## config.mk

```make
export PLATFORM = sky130hd
export DESIGN_NAME = cap_cmp_timer
export DESIGN_NICKNAME = d
export VERILOG_FILES = /design/src/rtl/cct_pkg.sv /design/src/rtl/cct_prescale.sv /design/src/rtl/cct_capture.sv /design/src/rtl/cct_wave.sv /design/src/rtl/cap_cmp_timer.sv
export SDC_FILE = /design/constraint.sdc
export NUM_CORES = 1
export LEC_CHECK = 0
export BUFFER_PORTS_ARGS = -buffer_cell sky130_fd_sc_hd__buf_2
export CELL_PAD_IN_SITES_DETAIL_PLACEMENT = 1
export CELL_PAD_IN_SITES_GLOBAL_PLACEMENT = 2
export CORE_AREA = 2 2 142 144
export CTS_CLUSTER_DIAMETER = 200
export DETAILED_ROUTE_END_ITERATION = 10
export DIE_AREA = 0 0 144 146
export PLACE_DENSITY_LB_ADDON = 0.1
export SYNTH_ARGS = -nofsm -noshare
export SYNTH_HDL_FRONTEND = slang
export SYNTH_HIERARCHICAL = 1
export SYNTH_SLANG_ARGS = --single-unit
```

## constraint.sdc

```tcl
create_clock -name clk -period 7.12 [get_ports clk]
set_input_delay 1.068 -clock clk [delete_from_list [all_inputs] [get_ports clk]]
set_output_delay 1.068 -clock clk [all_outputs]
set_load 0.01 [all_outputs]
```

## src/rtl/cct_pkg.sv

```systemverilog
// Shared constants of the capture-compare timer: register addresses,
// clock-select codes and status flag positions.
package cct_pkg;
    localparam int ADDR_W = 4;
    localparam int NCH    = 2;
    localparam int NFLAG  = 5;

    localparam logic [ADDR_W-1:0] A_CTRLA  = 4'd0;
    localparam logic [ADDR_W-1:0] A_CTRLB  = 4'd1;
    localparam logic [ADDR_W-1:0] A_STAT   = 4'd2;
    localparam logic [ADDR_W-1:0] A_CNT_H  = 4'd3;
    localparam logic [ADDR_W-1:0] A_CNT_L  = 4'd4;
    localparam logic [ADDR_W-1:0] A_CAP1_H = 4'd5;
    localparam logic [ADDR_W-1:0] A_CAP1_L = 4'd6;
    localparam logic [ADDR_W-1:0] A_CAP2_H = 4'd7;
    localparam logic [ADDR_W-1:0] A_CAP2_L = 4'd8;
    localparam logic [ADDR_W-1:0] A_CMP1_H = 4'd9;
    localparam logic [ADDR_W-1:0] A_CMP1_L = 4'd10;
    localparam logic [ADDR_W-1:0] A_CMP2_H = 4'd11;
    localparam logic [ADDR_W-1:0] A_CMP2_L = 4'd12;

    localparam logic [1:0] CLK_DIV2 = 2'b00;
    localparam logic [1:0] CLK_DIV4 = 2'b01;
    localparam logic [1:0] CLK_DIV8 = 2'b10;
    localparam logic [1:0] CLK_EXT  = 2'b11;

    // flag vector index == status bit - 3
    localparam int F_CAP1 = 4;
    localparam int F_CMP1 = 3;
    localparam int F_OVF  = 2;
    localparam int F_CAP2 = 1;
    localparam int F_CMP2 = 0;
endpackage

```

## src/rtl/cct_prescale.sv

```systemverilog
// Tick generator. Divides the system clock by 2, 4 or 8 with a free-running
// divider, or detects edges of an external pin after a two-flop synchroniser.
// Assumes the external pin is slower than half the system clock.
module cct_prescale
    import cct_pkg::*;
(
    input  logic       clk,
    input  logic       rst_n,
    input  logic       halt,
    input  logic [1:0] sel,
    input  logic       ext_rise,
    input  logic       ext_pin,
    output logic       tick
);
    localparam int DIV_W = 3;

    logic [DIV_W-1:0] div_q;
    logic [2:0]       ext_sync_q;
    logic             raw;

    // free-running divider, runs even while halted so phase stays fixed
    always_ff @(posedge clk) begin
        if (!rst_n) div_q <= '0;
        else        div_q <= div_q + 1'b1;
    end

    // synchroniser and one-cycle history for the external pin
    always_ff @(posedge clk) begin
        if (!rst_n) ext_sync_q <= '0;
        else        ext_sync_q <= {ext_sync_q[1:0], ext_pin};
    end

    // pick the tick source
    always_comb begin
        case (sel)
            CLK_DIV2: raw = div_q[0];
            CLK_DIV4: raw = &div_q[1:0];
            CLK_DIV8: raw = &div_q;
            default:  raw = ext_rise ? (ext_sync_q[1] & ~ext_sync_q[2])
                                     : (~ext_sync_q[1] & ext_sync_q[2]);
        endcase
    end

    assign tick = raw & ~halt;

    // an internal tick is never followed at once by another internal tick
    a_r2_tick_gap: assert property (@(posedge clk) disable iff (!rst_n)
        (tick && sel != CLK_EXT) |=> !(tick && sel != CLK_EXT));
endmodule

```

## src/rtl/cct_capture.sv

```systemverilog
// One input-capture channel: synchronises its pin, detects the chosen edge
// and latches the counter value. Emits a one-cycle event with the latch.
module cct_capture #(
    parameter int W = 16
) (
    input  logic         clk,
    input  logic         rst_n,
    input  logic         pin,
    input  logic         rise_sel,
    input  logic [W-1:0] cnt,
    output logic [W-1:0] cap_q,
    output logic         evt_q
);
    logic [2:0] sync_q;
    logic       edge_hit;

    // synchroniser plus history
    always_ff @(posedge clk) begin
        if (!rst_n) sync_q <= '0;
        else        sync_q <= {sync_q[1:0], pin};
    end

    assign edge_hit = rise_sel ? (sync_q[1] & ~sync_q[2]) : (~sync_q[1] & sync_q[2]);

    // latch the counter on the selected edge
    always_ff @(posedge clk) begin
        if (!rst_n) begin
            cap_q <= '0;
            evt_q <= 1'b0;
        end else begin
            evt_q <= edge_hit;
            if (edge_hit) cap_q <= cnt;
        end
    end

    // the captured value is the counter of the edge cycle
    a_r4_latch: assert property (@(posedge clk) disable iff (!rst_n)
        evt_q |-> cap_q == $past(cnt));
endmodule

```

## src/rtl/cct_wave.sv

```systemverilog
// Counter and waveform engine: free-running count, compare matching for both
// channels, single-pulse and PWM sequencing and the output pin registers.
// lvl[0] is level A (compare 1 / pulse end), lvl[1] is level B (start).
module cct_wave
    import cct_pkg::*;
#(
    parameter int           W     = 16,
    parameter logic [W-1:0] START = 16'hFFFC
) (
    input  logic                    clk,
    input  logic                    rst_n,
    input  logic                    tick,
    input  logic                    trig,
    input  logic                    pwm_en,
    input  logic                    opm_en,
    input  logic [NCH-1:0]          lvl,
    input  logic [NCH-1:0]          cmp_act,
    input  logic [NCH-1:0][W-1:0]   cmp,
    output logic [W-1:0]            cnt_q,
    output logic                    ovf_q,
    output logic [NCH-1:0]          match_q,
    output logic [NCH-1:0]          pin_q
);
    logic [W-1:0]   nxt;
    logic [NCH-1:0] hit;
    logic           busy_q;

    assign nxt = cnt_q + 1'b1;

    // compare hit on the value the counter is about to take
    always_comb begin
        for (int i = 0; i < NCH; i++) hit[i] = cmp_act[i] && (nxt == cmp[i]);
    end

    // count, reload and drive output levels
    always_ff @(posedge clk) begin
        if (!rst_n) begin
            cnt_q   <= START;
            busy_q  <= 1'b0;
            pin_q   <= '0;
            match_q <= '0;
            ovf_q   <= 1'b0;
        end else begin
            match_q <= '0;
            ovf_q   <= 1'b0;
            if (trig && opm_en && !pwm_en && !busy_q) begin
                cnt_q    <= START;
                pin_q[0] <= lvl[1];
                busy_q   <= 1'b1;
            end else if (tick) begin
                if (pwm_en && cnt_q == cmp[1]) begin
                    cnt_q    <= START;
                    pin_q[0] <= lvl[1];
                end else begin
                    cnt_q <= nxt;
                    ovf_q <= &cnt_q;
                    if (pwm_en) begin
                        if (hit[0]) pin_q[0] <= lvl[0];
                    end else if (opm_en) begin
                        if (busy_q && hit[0]) begin
                            pin_q[0] <= lvl[0];
                            busy_q   <= 1'b0;
                        end
                    end else begin
                        for (int i = 0; i < NCH; i++) begin
                            if (hit[i]) begin
                                match_q[i] <= 1'b1;
                                pin_q[i]   <= lvl[i];
                            end
                        end
                    end
                end
            end
        end
    end

    // no tick and no trigger leaves the counter unchanged
    a_r2_hold: assert property (@(posedge clk) disable iff (!rst_n)
        (!tick && !trig) |=> $stable(cnt_q));
    // a tick in normal mode steps the counter by one
    a_r2_step: assert property (@(posedge clk) disable iff (!rst_n)
        (tick && !pwm_en && !opm_en) |=> cnt_q == W'($past(cnt_q) + 1'b1));
    // an overflow pulse comes with a zero counter
    a_r3_wrap_zero: assert property (@(posedge clk) disable iff (!rst_n)
        ovf_q |-> cnt_q == '0);
    // an inhibited channel never matches
    a_r6_inhibit: assert property (@(posedge clk) disable iff (!rst_n)
        !cmp_act[0] |=> !match_q[0]);
    // reaching the period value reloads the start value
    a_r10_reload: assert property (@(posedge clk) disable iff (!rst_n)
        (tick && pwm_en && cnt_q == cmp[1]) |=> cnt_q == START);
endmodule

```

## src/rtl/cap_cmp_timer.sv

```systemverilog
// Top of the capture-compare timer: register bus, control and compare
// registers, status flags with status-read arming, coherent counter read,
// interrupt requests. Assumes one bus strobe per cycle; rdata is combinational.
module cap_cmp_timer
    import cct_pkg::*;
#(
    parameter int               CNT_W   = 16,
    parameter logic [CNT_W-1:0] START   = 16'hFFFC,
    parameter logic [CNT_W-1:0] CMP_RST = 16'h8000
) (
    input  logic              clk,
    input  logic              rst_n,
    input  logic [ADDR_W-1:0] bus_addr,
    input  logic [7:0]        bus_wdata,
    input  logic              bus_wr,
    input  logic              bus_rd,
    output logic [7:0]        bus_rdata,
    input  logic              ext_clk_in,
    input  logic              cap1_in,
    input  logic              cap2_in,
    input  logic              halt,
    output logic              oc1_out,
    output logic              oc2_out,
    output logic              irq_cap,
    output logic              irq_cmp,
    output logic              irq_ovf
);
    localparam int BYTE = 8;
    localparam int HI   = CNT_W - 1;

    logic [7:0]                 ctrla_q, ctrlb_q;
    logic [NCH-1:0][CNT_W-1:0]  cmp_q;
    logic [NCH-1:0]             inh_q;
    logic [NCH-1:0][CNT_W-1:0]  cap_val;
    logic [NCH-1:0]             cap_evt;
    logic [CNT_W-1:0]           cnt;
    logic                       ovf_p;
    logic [NCH-1:0]             match;
    logic [NCH-1:0]             pin;
    logic                       tick;
    logic [NFLAG-1:0]           flag_q, arm_q, set_ev, acc_ev;
    logic [BYTE-1:0]            lo_buf_q;
    logic                       lo_vld_q;
    logic                       stat_rd;
    logic [NCH-1:0]             cap_pins, edge_sel;

    // control, compare registers and compare inhibit
    always_ff @(posedge clk) begin
        if (!rst_n) begin
            ctrla_q <= '0;
            ctrlb_q <= '0;
            cmp_q   <= {NCH{CMP_RST}};
            inh_q   <= '0;
        end else if (bus_wr) begin
            case (bus_addr)
                A_CTRLA:  ctrla_q <= bus_wdata;
                A_CTRLB:  ctrlb_q <= bus_wdata;
                A_CMP1_H: begin cmp_q[0][HI:BYTE] <= bus_wdata; inh_q[0] <= 1'b1; end
                A_CMP1_L: begin cmp_q[0][BYTE-1:0] <= bus_wdata; inh_q[0] <= 1'b0; end
                A_CMP2_H: begin cmp_q[1][HI:BYTE] <= bus_wdata; inh_q[1] <= 1'b1; end
                A_CMP2_L: begin cmp_q[1][BYTE-1:0] <= bus_wdata; inh_q[1] <= 1'b0; end
                default: ;
            endcase
        end
    end

    cct_prescale u_pre (
        .clk(clk), .rst_n(rst_n), .halt(halt), .sel(ctrlb_q[3:2]),
        .ext_rise(ctrlb_q[1]), .ext_pin(ext_clk_in), .tick(tick)
    );

    assign cap_pins = {cap2_in, cap1_in};
    assign edge_sel = {ctrla_q[3], ctrla_q[2]};

    for (genvar g = 0; g < NCH; g++) begin : g_cap
        cct_capture #(.W(CNT_W)) u_cap (
            .clk(clk), .rst_n(rst_n), .pin(cap_pins[g]), .rise_sel(edge_sel[g]),
            .cnt(cnt), .cap_q(cap_val[g]), .evt_q(cap_evt[g])
        );
    end

    cct_wave #(.W(CNT_W), .START(START)) u_wave (
        .clk(clk), .rst_n(rst_n), .tick(tick), .trig(cap_evt[0]),
        .pwm_en(ctrlb_q[4]), .opm_en(ctrlb_q[5]), .lvl(ctrla_q[1:0]),
        .cmp_act(~inh_q), .cmp(cmp_q), .cnt_q(cnt), .ovf_q(ovf_p),
        .match_q(match), .pin_q(pin)
    );

    assign stat_rd = bus_rd && bus_addr == A_STAT;
    assign set_ev  = {cap_evt[0], match[0], ovf_p, cap_evt[1], match[1]};
    assign acc_ev  = {bus_rd && bus_addr == A_CAP1_L,
                      bus_wr && bus_addr == A_CMP1_L,
                      bus_rd && bus_addr == A_CNT_L,
                      bus_rd && bus_addr == A_CAP2_L,
                      bus_wr && bus_addr == A_CMP2_L};

    // flags: set by events, cleared by an armed data access
    always_ff @(posedge clk) begin
        if (!rst_n) begin
            flag_q <= '0;
            arm_q  <= '0;
        end else begin
            flag_q <= set_ev | (flag_q & ~(acc_ev & arm_q));
            arm_q  <= stat_rd ? flag_q : (arm_q & ~acc_ev);
        end
    end

    // low-byte buffer for a coherent counter read
    always_ff @(posedge clk) begin
        if (!rst_n) begin
            lo_buf_q <= '0;
            lo_vld_q <= 1'b0;
        end else if (bus_rd && bus_addr == A_CNT_H) begin
            lo_buf_q <= cnt[BYTE-1:0];
            lo_vld_q <= 1'b1;
        end else if (bus_rd && bus_addr == A_CNT_L) begin
            lo_vld_q <= 1'b0;
        end
    end

    // read data multiplexer
    always_comb begin
        case (bus_addr)
            A_CTRLA:  bus_rdata = ctrla_q;
            A_CTRLB:  bus_rdata = ctrlb_q;
            A_STAT:   bus_rdata = {flag_q, 3'b000};
            A_CNT_H:  bus_rdata = cnt[HI:BYTE];
            A_CNT_L:  bus_rdata = lo_vld_q ? lo_buf_q : cnt[BYTE-1:0];
            A_CAP1_H: bus_rdata = cap_val[0][HI:BYTE];
            A_CAP1_L: bus_rdata = cap_val[0][BYTE-1:0];
            A_CAP2_H: bus_rdata = cap_val[1][HI:BYTE];
            A_CAP2_L: bus_rdata = cap_val[1][BYTE-1:0];
            A_CMP1_H: bus_rdata = cmp_q[0][HI:BYTE];
            A_CMP1_L: bus_rdata = cmp_q[0][BYTE-1:0];
            A_CMP2_H: bus_rdata = cmp_q[1][HI:BYTE];
            A_CMP2_L: bus_rdata = cmp_q[1][BYTE-1:0];
            default:  bus_rdata = '0;
        endcase
    end

    assign oc1_out = ctrlb_q[7] & pin[0];
    assign oc2_out = ctrlb_q[6] & pin[1];
    assign irq_cap = ctrla_q[7] & (flag_q[F_CAP1] | flag_q[F_CAP2]);
    assign irq_cmp = ctrla_q[6] & (flag_q[F_CMP1] | flag_q[F_CMP2]);
    assign irq_ovf = ctrla_q[5] & flag_q[F_OVF];

    // capture-1 flag falls only after a capture-1 low read
    a_r8_cap1_clear: assert property (@(posedge clk) disable iff (!rst_n)
        $fell(flag_q[F_CAP1]) |-> $past(bus_rd && bus_addr == A_CAP1_L));
    // overflow flag falls only if a status read armed it
    a_r8_ovf_armed: assert property (@(posedge clk) disable iff (!rst_n)
        $fell(flag_q[F_OVF]) |-> $past(arm_q[F_OVF]));
    // the frozen low byte survives until the low byte is read
    a_r7_buf_hold: assert property (@(posedge clk) disable iff (!rst_n)
        (lo_vld_q && !bus_rd) |=> (lo_vld_q && $stable(lo_buf_q)));
endmodule

```

==> impl_results.md <==
* Multi-input logic area at 4499 µm²
* Final nets at 878
* Ratio of final minimum period to clock period at 0.6104
* Worst Hold End: g_cap[1].u_cap/sync_q[1]$_SDFF_PN0_
* Crit-path max cell delay at 0.75 ns
* Final hold vios at 0
* Area growth syn-to-layout at 9.696%
* Pint at 0.001282 W
* Worst Path Arrival at 3.28 ns
* Asr flop ratio synth at 0
* Resized Gates After CTS at 0
* First-pass GRT wire length at 41.97 mm
* RSZ-0062 raised after global routing: false
* Gpl congestion at 0.8997
* Routed vias at 6539
* CTS max path bufs at 2
* Yosys reg bits at 137
* Post-route antenna net violation count at 0
* Clk pwr share at 0.471
* Cell Area, Synth at 7626 µm²
* Postcts setup bufs at 0
* Power Dens Cells at 210.9 nW/µm²
* Post-synth EDFFs at 0
* Largest net degree at the start of global routing at 118
* CTS sink count at 137
* N_diodes at 0
* Syn nets at 885
* RR Startpoint: u_wave/cnt_q[0]$_SDFFE_PP0P_
* Die H at 146 µm
* Status: finished, final reports clean
* CP Launch Type: input port
* Worst Setup Slack, final at 2.774 ns
* Hold Path Depth at 1
* Critical R2R Capture: u_wave/busy_q$_SDFFE_PN0P_
* Htree depth at 4
* Most numerous cell on the critical path: buf_2
* Post-CTS Hold Fix Bufs at 0
* Crit path kind: in -> out
* Register area at 2743 µm²
* Boundary Pins at 33
* Layout cell share with drive strength beyond 1 at 0.1106
* Clk root buf: clkbuf_16
* DRC viols at 0
* Pre-CTS setup slack at 2.822 ns
* Critical Path, Cell by Cell: buf_2 -> nor2b_1 -> a32o_1 -> a221oi_1 -> o311ai_0 -> buf_2
* Hold_sp: g_cap[1].u_cap/sync_q[0]$_SDFF_PN0_
* NetSw at 0.0004819 W
* Crit path launch: bus_addr[3]
* FMAX at 230.1 MHz
* Slew HR at 0.2773
* Die area at 21020 µm²
* Non-Filler Instances at 1133
* Vias per std cell at 5.771
* Worst slew pin tran at 1.084 ns
* CP required at 6.05 ns
* Syn_area_per_cell at 8.847 µm²
* Num rows at 51
* Max-slew violations at 0
* Maxcap violations at 0
* R2r setup slk at 3.29 ns
* Cells after Synth at 862
* Setup Viol. Count Final at 0
* TritonCTS clock tree: yes
* Die X at 144 µm
* Routed WL at 28.43 mm
* CORE AREA at 19330 µm²
* Maximum VDD drop at 0.1616 mV
* Buffers on Ports at 32
* Setup_tns at 0 ns
* Crit path time final at 4.346 ns
* Reg power frac at 0.453
* Total congestion overflow at 0
* Placed Cells at 1101
* Worst Setup End Kind: primary output
* Clk slew on worst S/H paths at 0.07 ns
* Yosys warning count at 6
* Initial antenna violation count at 0
* Worst min path class: reg -> reg
* Synth Flop Type: dfxtp_1
* WL/cell at 25.09 µm
* Cell variety after synth at 67
* Initial Util at 0.3944
* Worst skew pair latency at 0.44 ns
* Max stage delay cell, worst path: nor2b_1
* Pre-Repair DR Iteration Count at 5
* Switching share of power at 0.2731
* Worst-path fanout max at 39
* Total CTS buffers at 17
* Clock skew at 0.009605 ns
* R2R depth at 8
* Fill cells at 2253
* Total GRT Usage at 0.2734
* Seq/Total Area, Yosys at 0.3596
* Post-DP HPWL at 20.42 mm
* Combinational share of power at 0.076
* Pleak at 3.536 nW
* Drt first-iter violations at 592
* Number of global-route vias before repair at 6595
## cell usage in the layout, fill, tap and decap left out, types with 10 or more instances in the layout
cell and count:
nand4_1 19, and2_1 17, nor2_1 27, xnor2_1 23, nand3_1 24, nand2_1 98
inv_1 15, dfxtp_1 137, o21ai_0 28, a22oi_1 14, and3_1 16, clkbuf_16 17
buf_2 31, nor3_1 12, xor2_1 29, o21a_1 10, a21oi_1 26, nor2b_1 79
mux2i_1 99
## state kept, by name, summed over array words and instances (netlist names)
| register | cells |
|---|---|
| ctrla_q | 8 |
| u_wave/match_q | 2 |
| inh_q | 2 |
| ctrlb_q | 8 |
| u_pre/div_q | 3 |
| u_wave/ovf_q | 1 |
| g_cap.u_cap/cap_q | 32 |
| cmp_q | 32 |
| u_wave/pin_q | 2 |
| lo_vld_q | 1 |
| g_cap.u_cap/evt_q | 2 |
| flag_q | 5 |
| u_pre/ext_sync_q | 3 |
| arm_q | 5 |
| lo_buf_q | 8 |
| u_wave/cnt_q | 16 |
| u_wave/busy_q | 1 |
| g_cap.u_cap/sync_q | 6 |
## metrics by stage
stage / util / hold WS (ns) / cell area (µm²) / total power [W]
after floorplan: - / 0.4118 / 7626 / 0.0009024
after global placement: 0.4046 / 0.4146 / 7823 / 0.0009419
after detailed placement: 0.4046 / 0.4357 / 7823 / 0.0009474
after CTS: 0.4327 / 0.4523 / 8366 / 0.001781
after global routing: 0.4327 / 0.4661 / 8366 / 0.001830
final: 0.4327 / 0.4438 / 8366 / 0.001764
## layout make-up
type / instances / area share
Clock buffer: 17 / 0.05085
Clock inverter: 15 / 0.01406
Inverter: 15 / 0.006730
Multi-Input combinational cell: 648 / 0.5378
Sequential cell: 137 / 0.3278
Tap cell: 265 / 0.03964
Timing Repair Buffer: 36 / 0.02303
## kinds of logic after synthesis
logic type	after synthesis	synth area share
AOI/OAI and AO/OA	136	0.1239
xor gates and xnor gates	52	0.05972
buffers and inverters	77	0.05152
muxes	110	0.1496
DFF	137	0.3596
adders and majority gates	3	0.004923
and+or+nand+nor	347	0.2507
## power by group through the flow
stage | sequential, W | clock [W] | combinational, W
finish | 0.000799 | 0.000832 | 0.000134
global route | 0.000800 | 0.000885 | 0.000144
CTS | 0.000798 | 0.000850 | 0.000133
detailed placement | 0.000815 | 0 | 0.000132
global placement | 0.000815 | 0 | 0.000127
floorplan | 0.000806 | 0 | 0.0000967
## cells in the mapped netlist (19+ instances only)
library cell  number  area [µm²]
dfxtp_1          137        2743
mux2i_1           99       991.0
nand2_1           98       367.9
nor2b_1           79       494.2
xor2_1            29       254.0
o21ai_0           28       140.1
clkbuf_1          27       101.4
nor2_1            27       101.4
a21oi_1           26       130.1
nand3_1           24       120.1
xnor2_1           23       201.4
buf_2             22       110.1
nand4_1           19       118.9
## metal layers
| layer | wire length [µm] | up-vias | GRT usage |
|---|---|---|---|
| met5 | 0 | - | 0 |
| met4 | 472 | 0 | 0.06912 |
| met3 | 1181 | 27 | 0.04047 |
| met2 | 13210 | 184 | 0.4336 |
| met1 | 13570 | 3297 | 0.3888 |
| li1 | - | 3031 | - |
## how the worst max path moves through the flow
stage,to,slack [ns]
final,bus_rdata[6],2.77
after global routing,bus_rdata[6],2.64
after detailed placement,bus_rdata[6],2.82
after floorplan,bus_rdata[7],3.70
after global placement,bus_rdata[6],2.93
after CTS,bus_rdata[6],2.83
## critical path, delay by kind of cell
| family | cells | cell delay [ns] |
|---|---|---|
| buffers and inverters | 2 | 0.85 |
| AND/OR/NAND/NOR | 1 | 0.75 |
| AO/OA/AOI/OAI | 3 | 0.60 |
(Power assumes the default switching activity.)
